==> config.mk <==
export PLATFORM = sky130hd
export DESIGN_NAME = cache_tag_dir
export DESIGN_NICKNAME = d
export VERILOG_FILES = /design/src/rtl/cache_dir_pkg.sv /design/src/rtl/cd_way_match.sv /design/src/rtl/cd_plru.sv /design/src/rtl/cache_tag_dir.sv
export SDC_FILE = /design/constraint.sdc
export NUM_CORES = 1
export LEC_CHECK = 0
export BUFFER_PORTS_ARGS = -buffer_cell sky130_fd_sc_hd__buf_2
export CAP_MARGIN = 20
export CORE_AREA = 2 2 122 124
export CTS_CLUSTER_SIZE = 25
export DETAILED_ROUTE_END_ITERATION = 6
export DIE_AREA = 0 0 124 126
export GPL_ROUTABILITY_DRIVEN = 0
export PLACE_DENSITY = 0.84
export SETUP_SLACK_MARGIN = 0.02
export SLEW_MARGIN = 10
export SYNTH_ARGS = -nofsm -noshare
export SYNTH_HDL_FRONTEND = slang
export SYNTH_SLANG_ARGS = --single-unit
==> constraint.sdc <==
create_clock -name clk -period 3.65 [get_ports clk]
set_clock_uncertainty 0.1 [all_clocks]
set_input_delay 0.73 -clock clk [delete_from_list [all_inputs] [get_ports clk]]
set_output_delay 0.73 -clock clk [all_outputs]
set_load 0.1 [all_outputs]
==> src/rtl/cache_dir_pkg.sv <==
package cache_dir_pkg;

    // Outcome code reported one cycle after an accepted access
    typedef enum logic [1:0] {
        OUT_HIT         = 2'b00,
        OUT_MISS        = 2'b01,
        OUT_CLEAN_EVICT = 2'b10,
        OUT_DIRTY_EVICT = 2'b11
    } outcome_e;

endpackage

==> src/rtl/cd_way_match.sv <==
// Compares one set's tags against the request tag and finds the first free way.
module cd_way_match #(
    parameter int WAYS  = 4,
    parameter int TAG_W = 8,
    localparam int WAY_W = $clog2(WAYS)
) (
    input  logic [WAYS-1:0][TAG_W-1:0] row_tag,
    input  logic [WAYS-1:0]            row_valid,
    input  logic [TAG_W-1:0]           tag_i,
    output logic [WAYS-1:0]            hit_vec,
    output logic                       hit_any,
    output logic [WAY_W-1:0]           hit_way,
    output logic                       free_any,
    output logic [WAY_W-1:0]           free_way
);

    for (genvar w = 0; w < WAYS; w++) begin : g_cmp
        assign hit_vec[w] = row_valid[w] && (row_tag[w] == tag_i);
    end

    assign hit_any  = |hit_vec;
    assign free_any = ~&row_valid;

    always_comb begin
        hit_way  = '0;
        free_way = '0;
        // walk downward so the lowest index is assigned last and wins
        for (int w = WAYS - 1; w >= 0; w--) begin
            if (hit_vec[w]) hit_way = WAY_W'(w);
            if (!row_valid[w]) free_way = WAY_W'(w);
        end
    end

endmodule

==> src/rtl/cd_plru.sv <==
// Tree pseudo-LRU: victim choice and the tree update for an accessed way.
module cd_plru #(
    parameter int WAYS = 4,
    localparam int WAY_W  = $clog2(WAYS),
    localparam int NODES  = WAYS - 1,
    localparam int LEVELS = $clog2(WAYS),
    localparam int BOTTOM = WAYS / 2 - 1
) (
    input  logic [NODES-1:0] tree_i,
    input  logic [WAY_W-1:0] touch_way,
    output logic [WAY_W-1:0] victim_o,
    output logic [NODES-1:0] tree_o
);

    // follow the bits from the root down to a leaf pair
    always_comb begin
        int node;
        node = 0;
        for (int l = 0; l < LEVELS - 1; l++) begin
            node = tree_i[node] ? 2 * node + 2 : 2 * node + 1;
        end
        victim_o = WAY_W'(2 * (node - BOTTOM) + (tree_i[node] ? 1 : 0));
    end

    // climb from the accessed leaf pair to the root, pointing away from it
    always_comb begin
        int node;
        tree_o = tree_i;
        node   = int'(touch_way >> 1) + BOTTOM;
        tree_o[node] = ~touch_way[0];
        for (int l = 0; l < LEVELS - 1; l++) begin
            tree_o[(node - 1) / 2] = ((node % 2) == 1);
            node = (node - 1) / 2;
        end
    end

endmodule

==> src/rtl/cache_tag_dir.sv <==
module cache_tag_dir
    import cache_dir_pkg::*;
#(
    parameter int ADDR_W     = 16,
    parameter int TAG_W      = 8,
    parameter int SETS       = 4,
    parameter int WAYS       = 4,
    parameter int LINE_BYTES = 16
) (
    input  logic              clk,
    input  logic              rst_n,
    input  logic              req_valid,
    input  logic              req_write,
    input  logic [ADDR_W-1:0] req_addr,
    input  logic              flush,
    input  logic              inval,
    input  logic              clr_repl,
    output logic              rsp_valid,
    output logic [1:0]        rsp_outcome
);

    localparam int OFF_W = $clog2(LINE_BYTES);
    localparam int SET_W = $clog2(SETS);
    localparam int WAY_W = $clog2(WAYS);
    localparam int NODES = WAYS - 1;

    typedef struct packed {
        logic [SETS-1:0][WAYS-1:0][TAG_W-1:0] tags;
        logic [SETS-1:0][WAYS-1:0]            valid;
        logic [SETS-1:0][WAYS-1:0]            dirty;
        logic [SETS-1:0][NODES-1:0]           plru;
        logic                                 rsp_valid;
        outcome_e                             rsp_out;
    } dir_state_t;

    dir_state_t state_d, state_q;

    logic [SET_W-1:0] set_idx;
    logic [TAG_W-1:0] req_tag;
    logic             cmd_any;
    logic [WAYS-1:0]  hit_vec;
    logic             hit_any, free_any;
    logic [WAY_W-1:0] hit_way, free_way, victim_way, way_sel;
    logic [NODES-1:0] plru_next;

    assign set_idx = req_addr[OFF_W +: SET_W];
    assign req_tag = req_addr[OFF_W + SET_W +: TAG_W];
    assign cmd_any = flush || inval || clr_repl;

    cd_way_match #(
        .WAYS  (WAYS),
        .TAG_W (TAG_W)
    ) u_match (
        .row_tag   (state_q.tags[set_idx]),
        .row_valid (state_q.valid[set_idx]),
        .tag_i     (req_tag),
        .hit_vec   (hit_vec),
        .hit_any   (hit_any),
        .hit_way   (hit_way),
        .free_any  (free_any),
        .free_way  (free_way)
    );

    cd_plru #(
        .WAYS (WAYS)
    ) u_plru (
        .tree_i    (state_q.plru[set_idx]),
        .touch_way (way_sel),
        .victim_o  (victim_way),
        .tree_o    (plru_next)
    );

    // hit way first, then the first empty way, then the tree's victim
    always_comb begin
        if (hit_any)       way_sel = hit_way;
        else if (free_any) way_sel = free_way;
        else               way_sel = victim_way;
    end

    always_comb begin
        state_d           = state_q;
        state_d.rsp_valid = 1'b0;
        if (cmd_any) begin
            if (flush)    state_d.dirty = '0;
            if (inval)    state_d.valid = '0;
            if (clr_repl) state_d.plru  = '0;
        end else if (req_valid) begin
            state_d.rsp_valid     = 1'b1;
            state_d.plru[set_idx] = plru_next;
            if (hit_any) begin
                state_d.rsp_out = OUT_HIT;
                state_d.dirty[set_idx][way_sel] =
                    state_q.dirty[set_idx][way_sel] | req_write;
            end else begin
                if (free_any)
                    state_d.rsp_out = OUT_MISS;
                else if (state_q.dirty[set_idx][way_sel])
                    state_d.rsp_out = OUT_DIRTY_EVICT;
                else
                    state_d.rsp_out = OUT_CLEAN_EVICT;
                state_d.tags[set_idx][way_sel]  = req_tag;
                state_d.valid[set_idx][way_sel] = 1'b1;
                state_d.dirty[set_idx][way_sel] = req_write;
            end
        end
    end

    always_ff @(posedge clk or negedge rst_n) begin
        if (!rst_n) state_q <= '0;
        else        state_q <= state_d;
    end

    assign rsp_valid   = state_q.rsp_valid;
    assign rsp_outcome = state_q.rsp_out;

endmodule

==> results.toml <==
[critical_path]
crit_top_cell = "buf_4"
slowest_stage = "mux4_2"
reg2reg_to = "state_q[107]$_DFFE_PN0P_"
reg2reg_slack_ns = 0.40
crit_arrival_ns = 3.69
cp_cell_sequence = "buf_6, buf_12, mux4_2, xnor2_2, nand4_1, or4_4, o2bb2ai_4, o211ai_1, buf_4, nand3_2, buf_4, mux2_2"
endpoint_kind = "flip-flop"
start_kind = "input port"
timing.rr.start = "state_q[121]$_DFFE_PN0P_"
r2r_cells = 10
worst-setup-path-type = "in -> reg"
path_buf_inv = 4
cp_slowest_stage_delay_ns = 0.53
path_delay_family = "multiplexers"
cp_max_fo = 10
cp_data_required_time_ns = 3.86

[floorplanning]
core_area_um2 = 14300
die_w_um = 124
die_area_um2 = 15600
rows = 44
start_util = 0.611
die_height_um = 126
ios = 26

[detailed_routing]
wl_um = 20600
num_vias = 5965
antenna_left = 0
route.detailed.drc = 0
dr.pass1.iters = 7
avgViaCountPerCell = 6.57
routedWlPerCell_um = 22.6
drt_iter0_markers = 582

[layout]
nets = 734
utilization = 0.716
diodes = 0
synthToLayoutAreaGrowth_pct = 17.2
multi_input_area_um2 = 4140
layout_commonest_cell = "dfrtp_1"
layout-drive-gt1-share = 0.441
ff_latch_area_um2 = 4380
layout_common_cells = "dfrtp_1, mux2_2, buf_4, mux4_2, nor2_1"
instances_no_fill = 908
num-fill-cells = 885

[timing]
fmax_mhz = 287
tns_ns = 0
holdWs_ns = 0.225
rsz0062_at_grt = "no"
max_slew_margin = 0.475
setup_ws_ns = 0.164
post-route-period-util = 0.955
drv_slew = 0
worstMarginPinSlew_ns = 0.787
setup_viol = 0
finalHoldViolCount = 0
period_minus_slack_ns = 3.49

[synth]
async_flop_share = 1.00
yosys_warnings = 0
synthFlopType = "dfrtp_1"
synth_nets = 664
ys_seq_area_frac = 0.501
ys_types = 49
avgSynthCellArea_um2 = 13.6
synth_edf_count = 0
synth_seq_cells = 175
syn-cell-area_um2 = 8740
netlist_instances = 641

[min_path]
min_path_type = "in -> async"

[cts]
clock_latency_ns = 0.43
cts_buffers = 17
ctsLongestPathBuffers = 2
hold_buffers = 0
clkSinkCount = 175
cts_setup_buffers = 0
cts.clk_slew.worst_paths_ns = 0.07
htree_levels = 4
root_buffer = "clkbuf_16"
cts_tree = "built"

[power_and_ir_drop]
power_density_nw_per_um2 = 446
p_leak_nw = 4.78
peakVddDrop_mv = 0.393

[global_route]
grt_pass1_vias = 6453
grt_overflow = 0
track_usage = 0.281
grt_pass1_wl_um = 33400
grt_max_degree = 87
antenna_found_initial = 0

[place]
portBuffers = 19
place_ws_ns = -0.480
dp.cells = 875
hpwlAfterDp_um = 13400

[flow_run]
drv_cap = 0

[status]
status = "finished clean"
[cell type report]
type	instances	area share
multi-input combinational	410	0.404
sequential	175	0.428
clock inverter	12	0.0173
timing repair buffer	99	0.0796
clock buffer	20	0.0456
tap	184	0.0225
inverter	8	0.00293
[cell families (layout without fill, tap and decap cells)]
| logic type | after synthesis | in the layout | synth area share |
|---|---|---|---|
| AO/OA/AOI/OAI | 80 | 81 | 0.0724 |
| XOR/XNOR | 42 | 42 | 0.0421 |
| AND/OR/NAND/NOR | 100 | 100 | 0.0706 |
| multiplexers | 187 | 187 | 0.278 |
| flip-flops | 175 | 175 | 0.501 |
| buffers and inverters | 57 | 139 | 0.0355 |
[repair_timing]
action,in CTS,in global routing
cloned,0,1
setup endpoints to repair,112,139
resized for setup,1,11
pin swaps,0,2
[synthesized netlist by cell type (10+ instances only)]
cell type	n	share of area
xor2_1	18	0.018
o21ai_0	14	0.0080
mux2i_1	27	0.031
mux4_2	32	0.082
a41oi_1	10	0.010
nand3_1	13	0.0074
xnor2_1	24	0.024
clkbuf_1	24	0.010
nand2_1	13	0.0056
mux2_1	15	0.019
nor2_1	26	0.011
dfrtp_1	175	0.50
a32oi_1	16	0.016
mux2_2	113	0.15
nand3_2	13	0.015
[worst max path at each step]
stage | slack (ns) | startpoint | depth (start not counted) | to
2_1_floorplan | 0.02 | req_addr[4] | 13 | state_q[119]$_DFFE_PN0P_
3_3_place_gp | -0.43 | req_addr[4] | 13 | state_q[24]$_DFFE_PN0P_
3_5_place_dp | -0.48 | req_addr[4] | 11 | state_q[95]$_DFFE_PN0P_
4_1_cts | 0.05 | req_addr[4] | 12 | state_q[34]$_DFFE_PN0P_
5_1_grt | 0.07 | req_addr[4] | 12 | state_q[122]$_DFFE_PN0P_
6_report | 0.16 | req_addr[4] | 12 | state_q[122]$_DFFE_PN0P_
[per-stage QoR]
step                      total power (W)  instance area [um^2]
after floorplan                   0.00244                  8780
after global placement            0.00258                  9530
after detailed placement          0.00262                  9530
after CTS                         0.00458                 10200
after global routing              0.00471                 10200
final                             0.00457                 10200
[worst register-to-register path, cell delays in order (launching register included)]
cell	delay, ns
dfrtp_1	0.38
mux4_2	0.49
xor2_1	0.16
or4_1	0.62
nor2_2	0.27
buf_4	0.23
nor4_2	0.07
buf_4	0.17
nand3_2	0.08
buf_4	0.20
mux2_2	0.37
[layer usage]
layer / global-route usage / share of wire / vias up
li1: - / - / 2553
met1: 0.368 / 0.41 / 3132
met2: 0.462 / 0.51 / 233
met3: 0.0584 / 0.052 / 47
met4: 0.105 / 0.024 / 0
met5: 0 / 0 / -
[flip-flops by register name (all words and copies together), names as in the netlist]
signal	flops
state_q	172
rsp_outcome	2
rsp_valid	1
[power breakdown]
part | internal, W | leakage [nW] | switching [W]
combinational | 0.000231 | 2.06 | 0.000273
sequential | 0.00204 | 2.40 | 0.0000514
clock | 0.00121 | 0.318 | 0.000767
(Power assumes the default switching activity.)
